<file path="src/rtl/ring_trk_pkg.sv">
`timescale 1ns/1ps
package ring_trk_pkg;
  localparam int unsigned MAX_CHANNELS = 256;

  typedef enum logic [1:0] {
    DB_OK       = 2'd0,
    DB_OVERFLOW = 2'd1,
    DB_RANGE    = 2'd2
  } db_verdict_e;
endpackage

</file>
<file path="src/rtl/ring_trk_chan.sv">
`timescale 1ns/1ps
module ring_trk_chan
  import ring_trk_pkg::*;
#(
  parameter int unsigned ADDR_W = 32,
  parameter int unsigned PTR_W  = 8
) (
  input  logic              clk_i,
  input  logic              rst_ni,
  input  logic              cfg_we_i,
  input  logic [ADDR_W-1:0] cfg_base_i,
  input  logic [PTR_W-1:0]  cfg_last_i,
  input  logic [PTR_W-1:0]  cfg_rp_i,
  input  logic [PTR_W-1:0]  cfg_wp_i,
  input  logic              cfg_en_i,
  input  logic              db_we_i,
  input  logic [PTR_W-1:0]  db_wp_i,
  input  logic              adv_i,
  output logic              pend_o,
  output db_verdict_e       verdict_o,
  output logic [ADDR_W-1:0] base_o,
  output logic [PTR_W-1:0]  rp_o
);
  logic              en_q;
  logic [ADDR_W-1:0] base_q;
  logic [PTR_W-1:0]  last_q, rp_q, wp_q;

  assign pend_o = en_q && (rp_q != wp_q);
  assign base_o = base_q;
  assign rp_o   = rp_q;

  // Judged against the RP held before any same-cycle consume.
  always_comb begin
    if (db_wp_i > last_q)                        verdict_o = DB_RANGE;
    else if (db_wp_i == rp_q && rp_q != wp_q)    verdict_o = DB_OVERFLOW;
    else                                         verdict_o = DB_OK;
  end

  always_ff @(posedge clk_i or negedge rst_ni) begin
    if (!rst_ni) begin
      en_q   <= 1'b0;
      base_q <= '0;
      last_q <= '0;
      rp_q   <= '0;
      wp_q   <= '0;
    end else if (cfg_we_i) begin
      en_q   <= cfg_en_i;
      base_q <= cfg_base_i;
      last_q <= cfg_last_i;
      rp_q   <= cfg_rp_i;
      wp_q   <= cfg_wp_i;
    end else begin
      if (adv_i && pend_o) rp_q <= (rp_q == last_q) ? '0 : rp_q + 1'b1;
      if (db_we_i && verdict_o == DB_OK) wp_q <= db_wp_i;
    end
  end
endmodule

</file>
<file path="src/rtl/ring_trk_rr.sv">
`timescale 1ns/1ps
module ring_trk_rr #(
  parameter int unsigned N     = 8,
  parameter int unsigned IDX_W = 3
) (
  input  logic             clk_i,
  input  logic             rst_ni,
  input  logic [N-1:0]     req_i,
  input  logic             adv_i,
  output logic             valid_o,
  output logic [IDX_W-1:0] idx_o
);
  logic [IDX_W-1:0] last_q;
  int unsigned cand;

  // Walk from farthest to nearest so the nearest requester after last_q wins.
  always_comb begin
    valid_o = 1'b0;
    idx_o   = '0;
    cand    = 0;
    for (int i = N; i >= 1; i--) begin
      cand = int'(last_q) + i;
      if (cand >= N) cand = cand - N;
      if (req_i[cand]) begin
        valid_o = 1'b1;
        idx_o   = IDX_W'(cand);
      end
    end
  end

  always_ff @(posedge clk_i or negedge rst_ni) begin
    if (!rst_ni)               last_q <= IDX_W'(N - 1);
    else if (adv_i && valid_o) last_q <= idx_o;
  end
endmodule

</file>
<file path="src/rtl/ring_trk.sv">
`timescale 1ns/1ps
module ring_trk
  import ring_trk_pkg::*;
#(
  parameter int unsigned NUM_CH    = 8,
  parameter int unsigned PTR_W     = 8,
  parameter int unsigned ADDR_W    = 32,
  parameter int unsigned ELEM_LOG2 = 4,
  localparam int unsigned CH_W     = (NUM_CH > 1) ? $clog2(NUM_CH) : 1
) (
  input  logic              clk_i,
  input  logic              rst_ni,
  input  logic              cfg_we_i,
  input  logic [CH_W-1:0]   cfg_ch_i,
  input  logic [ADDR_W-1:0] cfg_base_i,
  input  logic [PTR_W-1:0]  cfg_last_i,
  input  logic [PTR_W-1:0]  cfg_rp_i,
  input  logic [PTR_W-1:0]  cfg_wp_i,
  input  logic              cfg_en_i,
  input  logic              db_we_i,
  input  logic [CH_W-1:0]   db_ch_i,
  input  logic [PTR_W-1:0]  db_wp_i,
  output logic [NUM_CH-1:0] pend_o,
  output logic              gnt_valid_o,
  output logic [CH_W-1:0]   gnt_ch_o,
  output logic [ADDR_W-1:0] gnt_addr_o,
  input  logic              consume_i,
  output logic              db_err_o
);
  logic [ADDR_W-1:0] base_a    [NUM_CH];
  logic [PTR_W-1:0]  rp_a      [NUM_CH];
  db_verdict_e       verdict_a [NUM_CH];
  logic              take;
  logic              db_hit;
  logic              err_q;

  assign take = consume_i && gnt_valid_o;

  for (genvar g = 0; g < NUM_CH; g++) begin : g_ch
    ring_trk_chan #(.ADDR_W(ADDR_W), .PTR_W(PTR_W)) u_chan (
      .clk_i      (clk_i),
      .rst_ni     (rst_ni),
      .cfg_we_i   (cfg_we_i && cfg_ch_i == CH_W'(g)),
      .cfg_base_i (cfg_base_i),
      .cfg_last_i (cfg_last_i),
      .cfg_rp_i   (cfg_rp_i),
      .cfg_wp_i   (cfg_wp_i),
      .cfg_en_i   (cfg_en_i),
      .db_we_i    (db_we_i && db_ch_i == CH_W'(g)),
      .db_wp_i    (db_wp_i),
      .adv_i      (take && gnt_ch_o == CH_W'(g)),
      .pend_o     (pend_o[g]),
      .verdict_o  (verdict_a[g]),
      .base_o     (base_a[g]),
      .rp_o       (rp_a[g])
    );
  end

  ring_trk_rr #(.N(NUM_CH), .IDX_W(CH_W)) u_rr (
    .clk_i   (clk_i),
    .rst_ni  (rst_ni),
    .req_i   (pend_o),
    .adv_i   (take),
    .valid_o (gnt_valid_o),
    .idx_o   (gnt_ch_o)
  );

  assign gnt_addr_o = base_a[gnt_ch_o] + (ADDR_W'(rp_a[gnt_ch_o]) << ELEM_LOG2);

  assign db_hit = db_we_i && (int'(db_ch_i) < NUM_CH);

  always_ff @(posedge clk_i or negedge rst_ni) begin
    if (!rst_ni) err_q <= 1'b0;
    else         err_q <= db_hit && (verdict_a[db_ch_i] != DB_OK);
  end

  assign db_err_o = err_q;
endmodule

</file>
<file path="config.mk">
export PLATFORM = sky130hd
export DESIGN_NAME = ring_trk
export DESIGN_NICKNAME = d
export VERILOG_FILES = /design/src/rtl/ring_trk_pkg.sv /design/src/rtl/ring_trk_chan.sv /design/src/rtl/ring_trk_rr.sv /design/src/rtl/ring_trk.sv
export SDC_FILE = /design/constraint.sdc
export NUM_CORES = 1
export LEC_CHECK = 0
export ABC_AREA = 0
export BUFFER_PORTS_ARGS = -buffer_cell sky130_fd_sc_hd__buf_4
export CORE_ASPECT_RATIO = 1.2
export CORE_MARGIN = 8
export CORE_UTILIZATION = 35
export CTS_CLUSTER_DIAMETER = 150
export DETAILED_ROUTE_END_ITERATION = 10
export SLEW_MARGIN = 20
export SYNTH_ARGS = -nofsm -noshare
export SYNTH_HDL_FRONTEND = slang
export SYNTH_SLANG_ARGS = --single-unit
</file>
<file path="constraint.sdc">
create_clock -name clk_i -period 9.5 [get_ports clk_i]
set_input_delay 2.375 -clock clk_i [delete_from_list [all_inputs] [get_ports clk_i]]
set_output_delay 2.375 -clock clk_i [all_outputs]
set_load 0.01 [all_outputs]
</file>
==> results of run 1 <==
==> worst max path at each step <==
stage	from	endpoint	slack (ps)	cells after the start
4_1_cts	g_ch[7].u_chan.rp_o[6]$_DFFE_PN0P_	gnt_addr_o[16]	2	30
6_report	g_ch[3].u_chan.rp_o[4]$_DFFE_PN0P_	gnt_addr_o[16]	250	31
2_1_floorplan	u_rr.last_q[0]$_DFFE_PN1P_	gnt_addr_o[16]	670	33
3_3_place_gp	g_ch[7].u_chan.rp_o[6]$_DFFE_PN0P_	gnt_addr_o[16]	240	29
3_5_place_dp	g_ch[7].u_chan.rp_o[6]$_DFFE_PN0P_	gnt_addr_o[16]	250	30
5_1_grt	g_ch[3].u_chan.rp_o[4]$_DFFE_PN0P_	gnt_addr_o[16]	-40	30
==> routing by layer <==
metal | share of wire [%] | up-vias | wire [um] | global-route usage [%]
met2 | 48 | 946 | 47360 | 36.62
li1 | - | 10790 | - | -
met3 | 6.9 | 281 | 6836 | 3.631
met4 | 5.1 | 4 | 5123 | 9.876
met1 | 40 | 11660 | 40310 | 27.59
met5 | 0.027 | - | 27 | 0
==> kinds of logic after synthesis <==
| family | share of synthesized area [%] |
|---|---|
| AO/OA/AOI/OAI | 13.02 |
| XOR/XNOR | 7.018 |
| adder cells (fa/ha/maj) | 3.759 |
| buffers and inverters | 5.054 |
| flip-flops | 41.38 |
| multiplexers | 11.35 |
| AND/OR/NAND/NOR | 18.42 |
==> registers in the layout (all words and copies together) (netlist names) <==
signal and flops:
g_ch.u_chan.base_o 256, g_ch.u_chan.last_q 64, g_ch.u_chan.rp_o 64, g_ch.u_chan.wp_q 64, g_ch.u_chan.en_q 8, u_rr.last_q 3
db_err_o 1
==> stage by stage <==
stage	area, um2	utilization (%)	setup slack (ps)	hold slack, ps
floorplan	27830	-	669.5	437.4
global placement	29850	37.84	237.4	453.0
detailed placement	29850	37.84	249.6	459.5
CTS	31650	40.12	2.081	474.6
global route	31980	40.54	-39.53	486.7
finish	31980	40.54	253.1	469.2
==> critical path: cells and delay by family, from the launching register on <==
kind / cells / cell delay, ps
AO/OA/AOI/OAI: 10 / 1940
XOR/XNOR: 2 / 340
adder cells (fa/ha/maj): 2 / 570
buffers and inverters: 8 / 950
flip-flops: 1 / 480
multiplexers: 2 / 750
AND/OR/NAND/NOR: 7 / 1200
==> final cells by class <==
cell class                 count  share of cell area (%)
antenna                        2                 0.01565
clock buffer                  80                   4.742
clock inverter                13                  0.5673
inverter                      91                   1.135
multi-input combinational   2310                   47.49
sequential                   460                   36.05
tap                         1035                   4.049
timing repair buffer         241                   5.950
==> what timing repair did <==
item,4_1_cts,5_1_grt
gates resized for setup,14,45
setup buffers,1,16
pin swaps,2,13
endpoints found under the setup margin,16,20
==> cell usage in the layout (no fill, tap or decap), types with 10 or more instances in the layout <==
| cell | count |
|---|---|
| nand2_1 | 776 |
| dfrtp_1 | 446 |
| buf_4 | 231 |
| o21ai_0 | 204 |
| mux2_2 | 141 |
| mux2i_1 | 138 |
| xor2_1 | 122 |
| a21oi_1 | 102 |
| xnor2_1 | 100 |
| nand3_1 | 90 |
| inv_1 | 81 |
| ha_1 | 81 |
| clkbuf_16 | 52 |
| nor2_1 | 49 |
| and3_1 | 47 |
| a31oi_1 | 39 |
| nand4_1 | 35 |
| a211oi_1 | 31 |
| nand2b_1 | 28 |
| a221o_1 | 26 |
| a21o_1 | 25 |
| o211a_1 | 24 |
| nor4_1 | 21 |
| nor3_1 | 19 |
| clkbuf_1 | 17 |
| and2_1 | 13 |
| nor4_2 | 12 |
| nor2b_1 | 11 |
| o22ai_1 | 11 |
| clkbuf_8 | 11 |
| dfrtp_2 | 11 |
| o21a_1 | 10 |
==> summary.txt, run 1 <==
Synthesis
  • Number of flops mapped to enable cells by yosys: 0
  • Syn Nets: 3273
  • Syn. warnings: 0
  • Synth area leaders: dfrtp_1 (41%), nand2_1 (10%), mux2_2 (5.7%), mux2i_1 (5.0%), xor2_1 (3.8%)
  • Top-count cell post-synth: nand2_1
  • Syn Inst Count: 3114
  • Mapped cell area: 0.02783 mm2
  • Seq cells post-synth: 460
  • Synth top cells by count: nand2_1 (777), dfrtp_1 (457), o21ai_0 (205)
  • Post-synth top area share: 41.09%
  • Ys flop type: dfrtp_1
  • Post-Syn Area per Cell: 8.937 um2
  • Area leader, netlist: dfrtp_1
  • Asr flop ratio synth: 100.0%
  • Sequential-to-total area share from yosys stat: 41.38%
  • Post-synth cell types: 76

Floorplanning
  • Die Wd: 273.4 um
  • I/O Pins: 121
  • Die area: 0.08883 mm2
  • Row cnt: 113
  • Initial Util: 35.27%
  • Core area: 0.07889 mm2
  • Die H: 324.9 um

Setup path
  • R2r setup slk: 3940 ps
  • Worst Setup End Kind: output port
  • R2R depth: 18
  • Critical R2R Capture: g_ch[6].u_chan.rp_o[6]$_DFFE_PN0P_
  • CP peak stage delay: 480 ps
  • CP max-delay cell: dfrtp_2
  • RR Startpoint: g_ch[3].u_chan.rp_o[4]$_DFFE_PN0P_
  • Kind of critical path: reg -> out
  • Crit path DAT: 6870 ps
  • Startpoint Class: flip-flop
  • CP required: 7130 ps
  • CP max FO: 27

Detailed routing
  • DR iter-0 viols: 1908
  • Antenna viol nets, final: 0
  • Drt first pass iters: 6
  • Drt drc: 0
  • Via count: 23690
  • Final wirelength: 99650 um
  • Via-per-instance ratio: 5.597
  • DR WL/cell: 23.55 um

Timing
  • Least-Margin Pin Slew: 1173 ps
  • Slew HR: 21.17%
  • Worst clock skew: 29.88 ps
  • # setup viols final: 0
  • TNS Setup: 0 ps
  • Fin crit share: 97.34%
  • Fin. max-slew vios: 0
  • Minimum clock period: 9247 ps
  • Achievable Freq: 108.1 MHz
  • Final hold violation count: 0

CTS
  • Hold Buf Count CTS: 0
  • CTS H-tree depth: 2
  • Root buf cell: clkbuf_16
  • Clock buffer count from CTS: 52
  • Clock Path Buffers: 3
  • TritonCTS clock tree: yes
  • Clk sinks: 460
  • Clk slew on worst S/H paths: 60 ps
  • Worst skew pair latency: 630 ps

Layout
  • Non-filler cells, final: 4232
  • Final nets: 3315
  • Share of layout cells above drive strength 1: 17.68%
  • # fillers: 7925
  • Footprint of the multi-input gates: 0.01519 mm2
  • FF/Latch Area: 0.01153 mm2
  • Area growth syn-to-layout: 14.92%

Global route
  • Grt total ovfl: 0
  • Largest net degree at the start of global routing: 121
  • Total global-route track usage: 21.94%
  • Global-route wire length before repair: 150700 um
  • Initial antenna violation count: 7
  • Vias in the first global route: 23530

Hold path
  • WHS Endpoint: g_ch[3].u_chan.base_o[21]$_DFFE_PN0P_
  • Hold Path Origin: g_ch[3].u_chan.base_o[21]$_DFFE_PN0P_
  • Worst hold stages: 2
  • Hold crit path type: reg -> reg

Placed design
  • Count of input and output buffers: 120
  • Placer Congestion: 0.9580
  • DP Wirelength: 65060 um
  • Inst Count DP: 4120

Job
  • Max_cap viols: 0

Status
  • Outcome: complete, no violations
Power of run 1 is not shown: default switching activity piles up to over one toggle a cycle in this logic, so the estimate is an artifact.
==> inputs of run 2 (changes only) <==
Settings changed: CTS_BUF_LIST from default to sky130_fd_sc_hd__clkbuf_8, HOLD_SLACK_MARGIN from default to 0.12.
==> run 2 against run 1 <==
- register-to-register slack improved by 40 ps
- clock-buffer cell count rose by 32
- flip-flop and latch count did not move
- clock skew fell by 9.1 ps
- worst hold slack improved by 2.9 ps
- first-iteration DRC count rose by 2.6%
- non-clock buffer count rose by 12
- final cell count rose by 1.7%
- largest cell class unchanged
==> summary.txt, run 2 (synthesized netlist as in run 1, its figures left out) <==
Setup path
  • CP max FO: 27
  • CP peak stage delay: 470 ps
  • Crit path DAT: 6870 ps
  • Delay-heaviest family, CP: compound AO/OA/AOI/OAI gates
  • CP max-delay cell: dfrtp_1
  • Startpoint Class: flip-flop
  • CP required: 7130 ps
  • Worst Setup End Kind: output port
  • Worst path bufs/invs: 8
  • Kind of critical path: reg -> out

Detailed routing
  • Drt first pass iters: 5
  • Antenna viol nets, final: 0
  • Drt drc: 0
  • DR iter-0 viols: 1958
  • Via count: 23740
  • Final wirelength: 100100 um
  • DR WL/cell: 23.25 um
  • Via-per-instance ratio: 5.516

Timing
  • # setup viols final: 0
  • TNS Setup: 0 ps
  • Minimum clock period: 9242 ps
  • Slew HR: 21.14%
  • Final hold violation count: 0
  • Least-Margin Pin Slew: 1174 ps
  • Worst clock skew: 20.82 ps
  • RSZ-0062 raised after global routing: yes
  • Achievable Freq: 108.2 MHz
  • Fin crit share: 97.28%
  • Fin. max-slew vios: 0

CTS
  • CTS H-tree depth: 3
  • Root buf cell: clkbuf_8
  • TritonCTS clock tree: yes
  • Hold Buf Count CTS: 0
  • Clk sinks: 460
  • Worst skew pair latency: 700 ps
  • Clock Path Buffers: 3
  • Clock buffer count from CTS: 83
  • Clk slew on worst S/H paths: 70 ps

Global route
  • Total global-route track usage: 22.15%
  • Largest net degree at the start of global routing: 121
  • Grt total ovfl: 0
  • Initial antenna violation count: 8
  • Vias in the first global route: 23930
  • Global-route wire length before repair: 151700 um

Layout
  • Design area: 0.03229 mm2
  • Final nets: 3358
  • Commonest non-fill, non-tap cell in the layout: nand2_1
  • Area growth syn-to-layout: 16.05%
  • Non-filler cells, final: 4304
  • Most frequent cells in the layout: nand2_1 (776), dfrtp_1 (442), buf_4 (242), o21ai_0 (203), mux2_2 (141)
  • Share of layout cells above drive strength 1: 19.52%
  • Max FFs per register: 256

Placed design
  • Count of input and output buffers: 120
  • DP Wirelength: 65060 um
  • Placer Congestion: 0.9580
  • Area after DPL: 0.02985 mm2
  • Inst Count DP: 4120

Floorplanning
  • Core area: 0.07889 mm2
  • Die H: 324.9 um
  • Row cnt: 113
  • I/O Pins: 121
  • Die area: 0.08883 mm2
  • Initial Util: 35.27%
  • Die Wd: 273.4 um

Hold path
  • Hold crit path type: reg -> reg

Status
  • Outcome: complete, no violations

Job
  • Max_cap viols: 0
[run 2: changes by cell type in the layout (fill, tap and decap cells not counted), sizes merged]
cell	delta
clkinv	+4
inv	+17
buf	+11
diode	+4
bufinv	+1
clkinvlp	+2
clkbuf	+33
[run 2: final cells by class]
cell class / instances / area, um2
Fill cell: 7915 / 46600
Timing Repair Buffer: 253 / 2022
Sequential cell: 460 / 11530
Clock inverter: 37 / 302.8
Inverter: 91 / 362.8
Antenna cell: 6 / 15.01
Tap cell: 1035 / 1295
Clock buffer: 112 / 1541
Multi-Input combinational cell: 2310 / 15220
[run 2: repair_timing]
| item | in CTS | in global routing |
|---|---|---|
| cloned | 0 | 1 |
| resized for setup | 21 | 51 |
| pin swaps | 6 | 15 |
| endpoints found under the setup margin | 17 | 19 |
| endpoints found under the hold margin | 0 | 0 |
| setup buffers | 4 | 24 |
[run 2: worst min-delay path, delay by kind of cell, from the launching register on]
| family | cells | cell delay [ps] |
|---|---|---|
| flops | 1 | 330 |
| simple gates | 2 | 100 |
[run 2: path summary, 6_finish.rpt]
| check | from | endpoint | slack, ps | cells past startpoint |
|---|---|---|---|---|
| worst max-delay path | g_ch[3].u_chan.rp_o[7]$_DFFE_PN0P_ | gnt_addr_o[16] | 260 | 31 |
| worst min-delay path | g_ch[3].u_chan.base_o[21]$_DFFE_PN0P_ | g_ch[3].u_chan.base_o[21]$_DFFE_PN0P_ | 470 | 2 |
| worst max register to register | g_ch[3].u_chan.rp_o[7]$_DFFE_PN0P_ | g_ch[6].u_chan.rp_o[6]$_DFFE_PN0P_ | 3980 | 18 |
| worst min register to register | g_ch[3].u_chan.base_o[21]$_DFFE_PN0P_ | g_ch[3].u_chan.base_o[21]$_DFFE_PN0P_ | 470 | 2 |
| max in group asynchronous | rst_ni | g_ch[2].u_chan.base_o[2]$_DFFE_PN0P_ | 6360 | 2 |
| min in group asynchronous | rst_ni | g_ch[0].u_chan.rp_o[0]$_DFFE_PN0P_ | 1740 | 1 |
[run 2: routing by layer]
metal | up-vias | share of wire, % | GRT usage, %
met5 | - | 0.027 | 0
met4 | 4 | 5.0 | 9.991
met3 | 293 | 7.3 | 4.028
met2 | 969 | 48 | 37.03
met1 | 11600 | 40 | 27.56
li1 | 10880 | - | -
[run 2: per-stage QoR]
| step | utilization [%] | setup slack (ps) | hold slack (ps) |
|---|---|---|---|
| CTS | 40.39 | 0.2389 | 473.4 |
| detailed placement | 37.84 | 249.6 | 459.5 |
| floorplan | - | 669.5 | 437.4 |
| global placement | 37.84 | 237.4 | 453.0 |
| finish | 40.93 | 258.1 | 472.1 |
| global route | 40.93 | -58.62 | 486.3 |
Power of run 2 is left out for the same reason.
